--- src/rtl/ldcmp_pkg.sv ---
package ldcmp_pkg;

   typedef enum logic [1:0] {
      SZ_BYTE = 2'd0,
      SZ_HALF = 2'd1,
      SZ_WORD = 2'd2,
      SZ_FULL = 2'd3
   } opsize_e;

   typedef enum logic [1:0] {
      CC_EQ = 2'd0,
      CC_NE = 2'd1,
      CC_GT = 2'd2,
      CC_LT = 2'd3
   } cond_e;

   typedef struct packed {
      logic eq;
      logic lt;
   } relation_t;

endpackage

--- src/rtl/ldcmp_operand.sv ---
// Pulls the operand out of its lane and widens it to DATA_W+1 bits.
module ldcmp_operand
   import ldcmp_pkg::*;
#(
   parameter int DATA_W = 32,
   parameter int LANE_W = $clog2(DATA_W / 8)
) (
   input  logic [DATA_W-1:0] data,
   input  logic [LANE_W-1:0] lane,
   input  opsize_e           size,
   input  logic              sgn,
   output logic [DATA_W:0]   ext
);

   localparam int EXT_W = DATA_W + 1;

   logic [DATA_W-1:0] byte_sh;
   logic [DATA_W-1:0] half_sh;
   logic [7:0]        op_b;
   logic [15:0]       op_h;
   logic [31:0]       op_w;

   assign byte_sh = data >> {lane, 3'b000};
   assign half_sh = data >> {lane[LANE_W-1:1], 4'b0000};
   assign op_b    = byte_sh[7:0];
   assign op_h    = half_sh[15:0];

   generate
      if (DATA_W == 32) begin : g_word_whole
         assign op_w = data;
      end else begin : g_word_lane
         logic [DATA_W-1:0] word_sh;
         assign word_sh = data >> {lane[LANE_W-1:2], 5'b00000};
         assign op_w    = word_sh[31:0];
      end
   endgenerate

   always_comb begin
      unique case (size)
         SZ_BYTE: ext = sgn ? {{(EXT_W-8){op_b[7]}}, op_b}
                            : {{(EXT_W-8){1'b0}}, op_b};
         SZ_HALF: ext = sgn ? {{(EXT_W-16){op_h[15]}}, op_h}
                            : {{(EXT_W-16){1'b0}}, op_h};
         SZ_WORD: ext = sgn ? {{(EXT_W-32){op_w[31]}}, op_w}
                            : {{(EXT_W-32){1'b0}}, op_w};
         default: ext = sgn ? {data[DATA_W-1], data}
                            : {1'b0, data};
      endcase
   end

endmodule

--- src/rtl/ldcmp_relate.sv ---
// Signed ordering of two extended operands.
module ldcmp_relate
   import ldcmp_pkg::*;
#(
   parameter int EXT_W = 33
) (
   input  logic [EXT_W-1:0] lhs,
   input  logic [EXT_W-1:0] rhs,
   output relation_t        rel
);

   assign rel.eq = (lhs == rhs);
   assign rel.lt = ($signed(lhs) < $signed(rhs));

endmodule

--- src/rtl/ldcmp_unit.sv ---
// One comparator: operand and reference shaping, relation, condition, register.
module ldcmp_unit
   import ldcmp_pkg::*;
#(
   parameter int DATA_W = 32,
   parameter int LANE_W = $clog2(DATA_W / 8)
) (
   input  logic              clk,
   input  logic              rst_n,
   input  logic              acc_valid,
   input  logic [DATA_W-1:0] acc_data,
   input  logic [LANE_W-1:0] acc_lane,
   input  logic [DATA_W-1:0] ref_val,
   input  logic [1:0]        size_raw,
   input  logic              sgn,
   input  logic [1:0]        cond_raw,
   output logic              hit_q
);

   localparam int EXT_W = DATA_W + 1;

   opsize_e          size;
   cond_e            cond;
   logic [EXT_W-1:0] data_ext;
   logic [EXT_W-1:0] ref_ext;
   relation_t        rel;
   logic             hit;

   assign size = opsize_e'(size_raw);
   assign cond = cond_e'(cond_raw);

   ldcmp_operand #(.DATA_W(DATA_W), .LANE_W(LANE_W)) u_dat (
      .data (acc_data),
      .lane (acc_lane),
      .size (size),
      .sgn  (sgn),
      .ext  (data_ext)
   );

   ldcmp_operand #(.DATA_W(DATA_W), .LANE_W(LANE_W)) u_ref (
      .data (ref_val),
      .lane ({LANE_W{1'b0}}),
      .size (size),
      .sgn  (sgn),
      .ext  (ref_ext)
   );

   ldcmp_relate #(.EXT_W(EXT_W)) u_rel (
      .lhs (data_ext),
      .rhs (ref_ext),
      .rel (rel)
   );

   always_comb begin
      unique case (cond)
         CC_EQ:   hit = rel.eq;
         CC_NE:   hit = !rel.eq;
         CC_GT:   hit = !rel.eq && !rel.lt;
         default: hit = rel.lt;
      endcase
   end

   always_ff @(posedge clk or negedge rst_n) begin
      if (!rst_n) hit_q <= 1'b0;
      else        hit_q <= acc_valid && hit;
   end

endmodule

--- src/rtl/ldst_data_cmp.sv ---
module ldst_data_cmp
   import ldcmp_pkg::*;
#(
   parameter int DATA_W  = 32,
   parameter int NUM_CMP = 2,
   parameter int LANE_W  = $clog2(DATA_W / 8)
) (
   input  logic                      clk,
   input  logic                      rst_n,
   input  logic                      acc_valid,
   input  logic [DATA_W-1:0]         acc_data,
   input  logic [LANE_W-1:0]         acc_lane,
   input  logic [NUM_CMP*DATA_W-1:0] cfg_ref,
   input  logic [NUM_CMP*2-1:0]      cfg_size,
   input  logic [NUM_CMP-1:0]        cfg_signed,
   input  logic [NUM_CMP*2-1:0]      cfg_cond,
   output logic [NUM_CMP-1:0]        match_evt
);

   generate
      if (DATA_W != 32 && DATA_W != 64) begin : g_bad_width
         $error("ldst_data_cmp: DATA_W must be 32 or 64");
      end
      if (NUM_CMP < 1) begin : g_bad_count
         $error("ldst_data_cmp: NUM_CMP must be at least 1");
      end
      if (LANE_W != $clog2(DATA_W / 8)) begin : g_bad_lane
         $error("ldst_data_cmp: LANE_W must match DATA_W");
      end
   endgenerate

   for (genvar gi = 0; gi < NUM_CMP; gi++) begin : g_cmp
      ldcmp_unit #(.DATA_W(DATA_W), .LANE_W(LANE_W)) u_unit (
         .clk       (clk),
         .rst_n     (rst_n),
         .acc_valid (acc_valid),
         .acc_data  (acc_data),
         .acc_lane  (acc_lane),
         .ref_val   (cfg_ref[gi*DATA_W +: DATA_W]),
         .size_raw  (cfg_size[2*gi +: 2]),
         .sgn       (cfg_signed[gi]),
         .cond_raw  (cfg_cond[2*gi +: 2]),
         .hit_q     (match_evt[gi])
      );
   end

endmodule

--- config.mk ---
export PLATFORM = sky130hd
export DESIGN_NAME = ldst_data_cmp
export DESIGN_NICKNAME = d
export VERILOG_FILES = /design/src/rtl/ldcmp_pkg.sv /design/src/rtl/ldcmp_operand.sv /design/src/rtl/ldcmp_relate.sv /design/src/rtl/ldcmp_unit.sv /design/src/rtl/ldst_data_cmp.sv
export SDC_FILE = /design/constraint.sdc
export NUM_CORES = 1
export LEC_CHECK = 0
export BUFFER_PORTS_ARGS = -buffer_cell sky130_fd_sc_hd__buf_2
export CAP_MARGIN = 20
export CORE_AREA = 2 2 84 86
export DETAILED_ROUTE_END_ITERATION = 7
export DIE_AREA = 0 0 86 88
export HOLD_SLACK_MARGIN = 0.15
export PLACE_DENSITY = 0.75
export SLEW_MARGIN = 20
export SYNTH_ARGS = -nofsm -noshare
export SYNTH_HDL_FRONTEND = slang
export SYNTH_SLANG_ARGS = --single-unit
--- constraint.sdc ---
create_clock -name clk -period 0.8 [get_ports clk]
set_input_delay 0.12 -clock clk [delete_from_list [all_inputs] [get_ports clk]]
set_output_delay 0.12 -clock clk [all_outputs]
set_load 0.05 [all_outputs]
==> results of run 1 <==
-- critical path: stages --
cell and delay [ns]:
buf_8 0.11, mux2_4 0.32, a21oi_4 0.23, nor3_2 0.09
buf_4 0.17, a221o_1 0.28, ha_1 0.33, nand4_1 0.20
nor4_4 0.31, nand4_1 0.19, or4b_1 0.50, nand4_1 0.09
-- per-layer routing --
metal,GRT usage [%],share of wire (%)
met4,17.3,5.1
met3,3.39,7.3
met1,40.9,40
met5,0,0
met2,60.5,47
-- cell type report --
cell class,instances,area share (%)
multi-input cells,382,57.8
flip-flops and latches,2,1.01
inverters,40,3.03
repair buffers,257,35.3
well taps,80,2.02
clock buffers,3,0.834
-- cells in the mapped netlist (all sizes together), types with 2 or more instances --
master	n
a2111oi	2
a211oi	6
a21o	6
a21oi	88
a221o	14
a31oi	5
buf	12
clkbuf	13
dfrtp	2
ha	66
inv	40
mux2i	3
mux4	7
nand2	29
nand3	6
nand4	20
nand4b	2
nor2	23
nor3	9
nor4	3
o21ai	55
o22a	2
o22ai	14
o2bb2ai	2
or2	4
-- cell families (layout without fill, tap and decap cells) --
kind of cell,Yosys count,in the layout
multiplexers,11,11
flip-flops,2,2
AO/OA/AOI/OAI,201,201
AND/OR/NAND/NOR,103,103
buffers and inverters,65,300
adder cells (fa/ha/maj),66,66
XOR/XNOR,1,1
-- cell usage in the layout (no fill, tap or decap), types with 7 or more instances in the layout --
cell type  netlist  final
buf_4            5    134
buf_2            7    108
a21oi_1         85     77
ha_1            66     65
o21ai_0         55     50
inv_1           40     40
nand2_1         29     28
nor2_1          23     22
nand4_1         19     19
o22ai_1         14     14
a221o_1         14     14
a21oi_2          2      9
mux4_2           7      7
nor3_1           9      7
buf_6            0      7
-- worst max-delay path by stage --
stage | startpoint | end | slack, ns
finish | acc_lane[1] | g_cmp[1].u_unit.hit_q | -2.02
global route | acc_lane[1] | g_cmp[0].u_unit.hit_q | -2.07
CTS | acc_lane[1] | g_cmp[0].u_unit.hit_q | -1.92
detailed placement | acc_lane[0] | g_cmp[0].u_unit.hit_q | -2.23
global placement | acc_lane[1] | g_cmp[0].u_unit.hit_q | -2.16
floorplan | acc_lane[1] | g_cmp[0].u_unit.hit_q | -2.09
-- stage by stage --
step                total power, mW  hold slack [ns]  worst slack, ns
finish                         4.05            0.243            -2.02
global route                   4.37            0.265            -2.07
CTS                            3.86            0.238            -1.92
detailed placement             3.27          -0.0708            -2.23
global placement               3.16          -0.0723            -2.16
floorplan                      1.88           -0.176            -2.09
-- what timing repair did --
item,CTS,global route
setup buffers,8,2
endpoints found under the hold margin,3,0
hold buffers,2,0
pin swaps,16,17
gates cloned,1,0
endpoints found under the setup margin,4,4
resized for setup,24,16
-- report_power, final --
group,internal (mW),total (mW),switching [mW]
registers,0.115,0.125,0.0103
logic,1.73,3.49,1.76
clock network,0.321,0.430,0.109
total,2.17,4.05,1.88
==> key figures, run 1 <==
Global route
  • Gr ovfl total: 0
  • Largest net degree at the start of global routing: 25
  • First-pass GRT wire length: a little over 20000 um
  • Total GRT Usage: between 30% and 40%
  • Vias in the first global route: 4512
  • Antenna violations before repair: 0

Min path
  • Hold path cells: 3
  • WHS Endpoint: g_cmp[0].u_unit.hit_q
  • Hold Path Class: in2reg
  • Hold path startpoint: cfg_cond[1]

Placement
  • Placed Area: roughly 4600 um2
  • PortBufs: approximately 110
  • DP Wirelength: approximately 11000 um
  • Placed insts: roughly 750
  • GP Congestion: roughly 0.95

Final layout
  • Post-route cell area: around 4900 um2
  • Final Non-Filler Cells: about 760
  • Largest reg by FF count: g_cmp.u_unit.hit_q
  • P&R area growth vs syn: 61.4%
  • Number of diodes: 0
  • Area of the multi-input gates: around 2900 um2
  • Largest regs: g_cmp.u_unit.hit_q: 2 flops
  • Fill count: 526
  • Final Util: between 70% and 80%
  • FF+latch area: between 50 and 60 um2
  • Largest register FFs: 2
  • Post-layout net count: ~860
  • Layout cell share with drive strength beyond 1: between 40 and 50%

Synth
  • Syn_nets: around 630
  • Yosys top cell by area: ha_1
  • Synth Area in Compound Gates: between 30 and 40%
  • Share of the synthesized area in the top cell type: roughly 27%
  • Mean post-synth cell area: around 7 um2
  • Synth top area cells: ha_1, a21oi_1, o21ai_0
  • Mapped Area: between 3000 and 4000 um2
  • Async SR Flop Fraction: 100%
  • Post-synth cell types: 45
  • Top_reg_cell synth: dfrtp_1
  • Simple-Gate Fraction of Synth Area: between 15 and 20%
  • Post-synthesis share of cell area spent on xor and xnor gates: less than 1%
  • Post-synthesis adder-cell area fraction: 26.9%
  • Sequential-to-total area share from yosys stat: roughly 1.6%
  • Number of flops mapped to enable cells by yosys: 0
  • Largest family of logic cells by synthesized area: compound AO/OA/AOI/OAI gates
  • Post-Synthesis Cells: between 400 and 500
  • YS warnings: 0
  • Synth Register Bits: 2
  • Multiplexer share of the synthesized area: ~6.5%

Power and ir drop
  • P_leak: roughly 2.6 nW
  • Max IR drop VDD: ~0.47 mV
  • PD cells: ~820 nW/um2

Critical path
  • CP arrival: approximately 3.0 ns
  • Setup crit start kind: primary input
  • Crit. End Element: flop
  • Setup CP Type: in2reg
  • Critical Path RT: 0.95 ns
  • CP Max Fanout: 7

Detailed routing
  • Initial DRC count: slightly below 400
  • Initial DRT Pass Iterations: 5
  • WL/cell: around 18 um
  • Antenna Nets Post-Route: 0
  • Vias per cell: 6.12
  • Post-Route WL: between 10000 and 15000 um
  • DR DRC count: 0
  • Detailed-route via count: about 4700

STA
  • RSZ-0062 raised after global routing: true
  • Setup ws final: -2.02 ns
  • Final setup fails: 4
  • Crit share post-route: 352%
  • Tmin final: 2.82 ns
  • Worst Tran Pin Value: roughly 0.37 ns
  • Max-slew headroom: between 70% and 80%
  • Max Slew Vio Count: 0
  • Final hold violation count: 0
  • TNS Setup: -4.13 ns
  • Fmax: about 0.35 GHz

Job
  • Max-cap violation count: 0

Clocking
  • CTS Root Cell: clkbuf_8
  • CTS tree: yes
  • Num CTS Buffers: 3
  • CTS Buffer Depth: 2
  • # H-tree levels: 1
  • Clk sinks: 2
  • Clock-pin slew on the worst setup and hold paths: approximately 0.030 ns

Outcome
  • Run status: finished, violations left
  • Failing checks: setup timing

Die
  • Core ar.: between 6000 and 7000 um2
  • Die X-Extent: around 86 um
  • IO Pins: roughly 110
  • Initial core utilization: between 40% and 50%
  • Row count: 30
  • Die Y: ~90 um
  • Die ar.: around 7600 um2
Note: power is estimated with default switching activity, not from simulation.
==> inputs of run 2 (changes only) <==
--- a/config.mk
+++ b/config.mk
@@ -5,13 +5,14 @@
 export SDC_FILE = /design/constraint.sdc
 export NUM_CORES = 1
 export LEC_CHECK = 0
+export ABC_AREA = 1
 export BUFFER_PORTS_ARGS = -buffer_cell sky130_fd_sc_hd__buf_2
 export CAP_MARGIN = 20
-export CORE_AREA = 2 2 84 86
+export CORE_AREA = 2 2 88 90
 export DETAILED_ROUTE_END_ITERATION = 7
-export DIE_AREA = 0 0 86 88
+export DIE_AREA = 0 0 90 92
 export HOLD_SLACK_MARGIN = 0.15
-export PLACE_DENSITY = 0.75
+export PLACE_DENSITY = 0.74
 export SLEW_MARGIN = 20
 export SYNTH_ARGS = -nofsm -noshare
 export SYNTH_HDL_FRONTEND = slang
==> run 2 against run 1 <==
- the run still ends with setup timing left
- final cell count rose by 21%
- die area rose by 9.4%
- non-clock buffer count is 23 lower
- largest power group unchanged
- highest routed layer unchanged
==> key figures, run 2 <==
Clocking
  • CTS tree: yes
  • Clock-pin slew on the worst setup and hold paths: approximately 0.030 ns
  • CTS Root Cell: clkbuf_8
  • Clk sinks: 2
  • CTS Buffer Depth: 2
  • # H-tree levels: 1
  • Num CTS Buffers: 3

Die
  • Die Y: between 90 and 100 um
  • IO Pins: 113
  • Initial core utilization: roughly 46%
  • Die X-Extent: 90 um
  • Core ar.: around 7400 um2
  • Row count: 32
  • Die ar.: 8280 um2

STA
  • Final setup fails: 4
  • Setup ws final: -1.69 ns
  • Max-slew headroom: 68.3%
  • RSZ-0062 raised after global routing: true
  • Max Slew Vio Count: 0
  • Fmax: between 0.4 and 0.5 GHz
  • Tmin final: approximately 2.5 ns
  • Final hold violation count: 0
  • Crit share post-route: 311%
  • Worst Tran Pin Value: between 0.4 and 0.5 ns

Detailed routing
  • DR DRC count: 0
  • Detailed-route via count: slightly above 5000
  • WL/cell: between 15 and 20 um
  • Initial DRT Pass Iterations: 7
  • Initial DRC count: approximately 280
  • Antenna Nets Post-Route: 0
  • Post-Route WL: around 15000 um
  • Vias per cell: 5.48

Synth
  • Sequential-to-total area share from yosys stat: between 1 and 1.5%
  • Synth top area cells: ha_1, nand2_1, inv_1
  • Mapped Area: between 3000 and 4000 um2
  • Top_reg_cell synth: dfrtp_1
  • Async SR Flop Fraction: 100%
  • Yosys top cell by area: ha_1
  • Most frequent cell after synthesis: nand2_1
  • Synth Register Bits: 2
  • Share of the synthesized area in the top cell type: about a quarter
  • Mean post-synth cell area: about 5.6 um2
  • Number of flops mapped to enable cells by yosys: 0
  • Post-synth cell types: 34
  • Post-Synthesis Cells: just over 600
  • YS warnings: 0
  • Most frequent cells after synthesis: nand2_1, inv_1, ha_1
  • Syn_nets: 788

Power and ir drop
  • Total Power: just under 5 mW
  • Clk pwr share: ~8.6%
  • PD cells: approximately 840 nW/um2
  • P_int: about 2.4 mW
  • Reg power frac: between 2 and 3%
  • Switching part of the total: about half
  • NetSw: ~2.4 mW
  • Power share of the combinational group: 89.0%
  • P_leak: 3.04 nW
  • Max IR drop VDD: between 0.5 and 0.6 mV

Final layout
  • Number of diodes: 0
  • Most common cell after layout, fill and taps aside: nand2_1
  • Layout cell share with drive strength beyond 1: about two fifths
  • Fill count: 594
  • Largest regs: g_cmp.u_unit.hit_q: 2 flops
  • Most frequent cells in the layout: nand2_1, buf_4, buf_2, inv_1, ha_1
  • Largest reg by FF count: g_cmp.u_unit.hit_q
  • Post-layout net count: approximately 1000
  • P&R area growth vs syn: 68.0%
  • Largest register FFs: 2

Critical path
  • Setup CP Type: in2reg
  • Crit path launch: acc_lane[1]
  • Crit path capture: g_cmp[0].u_unit.hit_q
  • Setup crit start kind: primary input
  • Critical Path RT: about 0.9 ns
  • Crit. End Element: flop
  • CP arrival: 2.59 ns
  • CP Max Fanout: 6

Global route
  • Vias in the first global route: between 4000 and 5000
  • Gr ovfl total: 0
  • Antenna violations before repair: 0
  • Total GRT Usage: between 30% and 40%
  • First-pass GRT wire length: approximately 21000 um
  • Largest net degree at the start of global routing: 27

Placement
  • Pre-CTS WS: -2.10 ns
  • GP Congestion: ~1.1
  • DP Wirelength: 11100 um
  • PortBufs: approximately 110

Min path
  • Hold Path Class: in2reg

Job
  • Max-cap violation count: 0

Outcome
  • Run status: finished, violations left
  • Failing checks: setup timing
run 2: cell count changes in the layout (fill, tap and decap cells not counted), sizes merged, moves of 8 or more:
cell / previous run / this run
o22ai: 14 / 0
nand2: 29 / 168
o221ai: 1 / 14
a221o: 14 / 5
a22oi: 1 / 9
a21oi: 88 / 72
nand3: 6 / 16
nand4: 20 / 3
buf: 254 / 232
inv: 40 / 100
nor2: 23 / 45
run 2: final cells by class:
cell class,count,area [um2],share of cell area [%]
clock buffer,3,41.3,0.722
tap,102,128,2.23
timing repair buffer,234,1680,29.3
inverter,102,415,7.27
multi-input combinational,481,3410,59.6
sequential,2,50.0,0.875
run 2: critical path, stage by stage:
cell	delay [ns]
buf_12	0.12
o21ai_2	0.16
inv_2	0.06
nand2_2	0.07
o21ai_2	0.07
inv_2	0.09
nor3_4	0.05
nor2_2	0.17
o21a_4	0.21
clkbuf_16	0.17
a21oi_4	0.04
ha_4	0.29
nand2_1	0.07
inv_1	0.08
nand3_1	0.15
nor2_2	0.15
nand2_1	0.06
nand2_1	0.08
nor2_2	0.04
nand2_1	0.07
nand2_1	0.06
nand3_1	0.08
nand2_1	0.05
inv_1	0.04
nor2_1	0.03
run 2: kinds of logic (layout without fill, tap and decap cells):
group	count (synthesis)	after routing	share of synthesized area [%]
simple gates	242	242	28.8
compound gates	172	172	30.2
buf+inv	128	339	15.0
fa+ha+maj	66	66	24.3
flops	2	2	1.47
mux	1	1	0.331
run 2: timing repair:
item | in CTS | in global routing
cloned | 2 | 1
buffers inserted | 7 | 4
resized for setup | 73 | 48
endpoints found under the setup margin | 4 | 4
hold buffers | 1 | 0
pin swaps | 22 | 35
endpoints found under the hold margin | 2 | 0
run 2: how the worst min path moves through the flow:
stage               cells past startpoint                    end   startpoint
finish                                  4  g_cmp[0].u_unit.hit_q  cfg_cond[0]
global route                            2  g_cmp[1].u_unit.hit_q        rst_n
CTS                                     4  g_cmp[0].u_unit.hit_q  cfg_cond[0]
detailed placement                      1  g_cmp[1].u_unit.hit_q        rst_n
global placement                        1  g_cmp[1].u_unit.hit_q        rst_n
floorplan                               0  g_cmp[0].u_unit.hit_q        rst_n
run 2: per-layer routing:
metal  track usage [%]  vias to the layer above  wire [um]
li1                  -                     2477          -
met1              39.9                     2283       6120
met2              54.9                      241       6980
met3              3.04                       64        863
met4              14.0                        0        791
met5                 0                        -          0
run 2: power by group through the flow:
stage | combinational, mW | sequential, mW | clock [mW]
2_1_floorplan | 1.99 | 0.117 | 0
3_3_place_gp | 3.33 | 0.116 | 0
4_1_cts | 3.82 | 0.118 | 0.414
5_1_grt | 4.69 | 0.119 | 0.424
6_report | 4.28 | 0.118 | 0.413
3_5_place_dp | 3.40 | 0.116 | 0
run 2: per-stage QoR:
step | area, um2 | instances | hold slack (ns) | util [%] | TNS (ns)
floorplan | 3490 | 611 | -0.176 | - | -3.07
global placement | 4930 | 906 | -0.0737 | 66.1 | -3.97
detailed placement | 4930 | 906 | -0.0750 | 66.1 | -4.02
CTS | 5400 | 919 | 0.226 | 72.4 | -3.16
global route | 5720 | 924 | 0.257 | 76.8 | -3.90
finish | 5720 | 924 | 0.228 | 76.8 | -3.46
==> inputs of run 3 (changes only) <==
--- a/config.mk
+++ b/config.mk
@@ -13,6 +13,7 @@
 export DIE_AREA = 0 0 90 92
 export HOLD_SLACK_MARGIN = 0.15
 export PLACE_DENSITY = 0.74
+export SKIP_CTS_REPAIR_TIMING = 1
 export SLEW_MARGIN = 20
 export SYNTH_ARGS = -nofsm -noshare
 export SYNTH_HDL_FRONTEND = slang
==> run 3 against run 2 <==
- the flow still finishes with violations (setup timing)
- critical path depth unchanged
- maximum frequency rose by 3.8%
- die area stayed put
- largest cell class unchanged
- largest power group unchanged
==> key figures, run 3 (synthesized netlist as in run 2, its figures left out) <==
Power and ir drop
  • Power share of the combinational group: between 80% and 90%
  • NetSw: roughly 2.4 mW
  • Switching part of the total: around 50%
  • Total Power: 4.72 mW
  • P_leak: just over 3 nW
  • PD cells: roughly 840 nW/um2
  • Clk pwr share: under 10%
  • P_int: 2.35 mW
  • Reg power frac: 2.5%
  • Max IR drop VDD: 0.510 mV

STA
  • Final hold violation count: 0
  • Tmin final: 2.40 ns
  • Worst Tran Pin Value: roughly 0.43 ns
  • Max-slew headroom: around 71%
  • Final setup fails: 4
  • TNS Setup: -3.19 ns
  • RSZ-0062 raised after global routing: true
  • Fmax: about 0.42 GHz
  • Max Slew Vio Count: 0
  • Setup ws final: -1.60 ns
  • Crit share post-route: 300%
  • Hold slack: approximately 0.23 ns

Critical path
  • Critical Path RT: around 0.9 ns
  • Setup crit start kind: primary input
  • Crit. End Element: flop
  • CP arrival: about 2.5 ns
  • Setup CP Type: in2reg
  • CP Max Fanout: 4

Die
  • Core ar.: 7450 um2
  • Die X-Extent: around 90 um
  • Die Y: 92 um
  • IO Pins: 113
  • Initial core utilization: between 40% and 50%
  • Die ar.: 8280 um2
  • Row count: 32

Global route
  • Antenna violations before repair: 0
  • Total GRT Usage: between 20% and 30%
  • Largest net degree at the start of global routing: 27
  • Gr ovfl total: 0
  • First-pass GRT wire length: about 20000 um
  • Vias in the first global route: around 4400

Clocking
  • Clock-pin slew on the worst setup and hold paths: approximately 0.030 ns
  • Num CTS Buffers: 3
  • CTS Root Cell: clkbuf_8
  • CTS tree: yes
  • CTS Buffer Depth: 2
  • # H-tree levels: 1
  • Clk sinks: 2

Final layout
  • P&R area growth vs syn: 64.4%
  • Post-layout net count: between 900 and 1000
  • Most frequent cells in the layout: nand2_1, buf_2, buf_4, inv_1, ha_1
  • Final Non-Filler Cells: ~920
  • Largest regs: g_cmp.u_unit.hit_q: 2 flops
  • Largest reg by FF count: g_cmp.u_unit.hit_q
  • Number of diodes: 0
  • Largest register FFs: 2
  • Most common cell after layout, fill and taps aside: nand2_1
  • Layout cell share with drive strength beyond 1: between 40% and 50%
  • Final Util: between 70 and 80%

Detailed routing
  • Initial DRT Pass Iterations: 5
  • Antenna Nets Post-Route: 0
  • Post-Route WL: around 14000 um
  • Detailed-route via count: 4948
  • Vias per cell: between 5 and 6
  • WL/cell: between 15 and 20 um
  • DR DRC count: 0
  • Initial DRC count: between 300 and 400

Min path
  • Hold path startpoint: cfg_cond[0]
  • Hold Path Class: in2reg
  • Hold path cells: 4
  • WHS Endpoint: g_cmp[0].u_unit.hit_q

Outcome
  • Failing checks: setup timing
  • Run status: finished, violations left

Job
  • Max-cap violation count: 0

Placement
  • DP Wirelength: 11100 um
  • GP Congestion: roughly 1.1
  • PortBufs: ~110
  • Placed insts: around 910
-- run 3: cell types whose count changed in the layout (fill, tap and decap cells not counted), sizes merged --
| cell | before | now |
|---|---|---|
| buf | 232 | 223 |
| clkbuf | 4 | 6 |
| clkinvlp | 1 | 0 |
| inv | 100 | 101 |
-- run 3: per-layer routing --
metal  global-route usage [%]  routed length [um]
met2                     52.2                6970
met4                     6.79                 461
met1                     38.7                6160
met5                        0                   0
met3                     2.71                 784
-- run 3: final cells by class --
| class | count | area (um2) |
|---|---|---|
| tap | 102 | 128 |
| timing repair buffer | 227 | 1610 |
| clock buffer | 3 | 41.3 |
| sequential | 2 | 50.0 |
| multi-input combinational | 481 | 3350 |
| inverter | 102 | 414 |
| fill | 617 | 1850 |
-- run 3: worst max path at each step --
stage,depth (start not counted),start,end
after floorplan,25,acc_data[23],g_cmp[0].u_unit.hit_q
after global placement,19,acc_data[23],g_cmp[0].u_unit.hit_q
after detailed placement,19,acc_data[23],g_cmp[0].u_unit.hit_q
after CTS,19,acc_data[23],g_cmp[0].u_unit.hit_q
after global routing,21,cfg_size[0],g_cmp[0].u_unit.hit_q
final,25,acc_data[15],g_cmp[0].u_unit.hit_q
-- run 3: power groups by stage --
stage / Sequential, mW / Clock [mW] / Combinational, mW
after floorplan: 0.117 / 0 / 1.99
after global placement: 0.116 / 0 / 3.33
after detailed placement: 0.116 / 0 / 3.40
after CTS: 0.115 / 0.414 / 3.42
after global routing: 0.119 / 0.424 / 4.61
final: 0.118 / 0.415 / 4.19
-- run 3: worst max-delay path, cell delays in order --
cell	delay [ns]
buf_4	0.12
o21ai_2	0.14
inv_2	0.06
nand2_2	0.05
o21ai_2	0.06
inv_2	0.10
nor3_4	0.05
nor2_2	0.14
o21a_4	0.20
clkbuf_16	0.16
a21oi_4	0.04
ha_4	0.29
nand2_1	0.07
inv_1	0.10
nand3_2	0.10
nor2_2	0.16
nand2_1	0.07
nand2_1	0.08
nor2_2	0.04
nand2_1	0.07
nand2_1	0.06
nand3_1	0.08
nand2_1	0.05
inv_1	0.05
nor2_1	0.03
-- run 3: through the flow --
step	worst slack, ns	area (um2)
4_1_cts	-1.89	4970
2_1_floorplan	-1.61	3490
6_report	-1.60	5600
5_1_grt	-1.81	5600
3_5_place_dp	-2.10	4930
3_3_place_gp	-2.06	4930
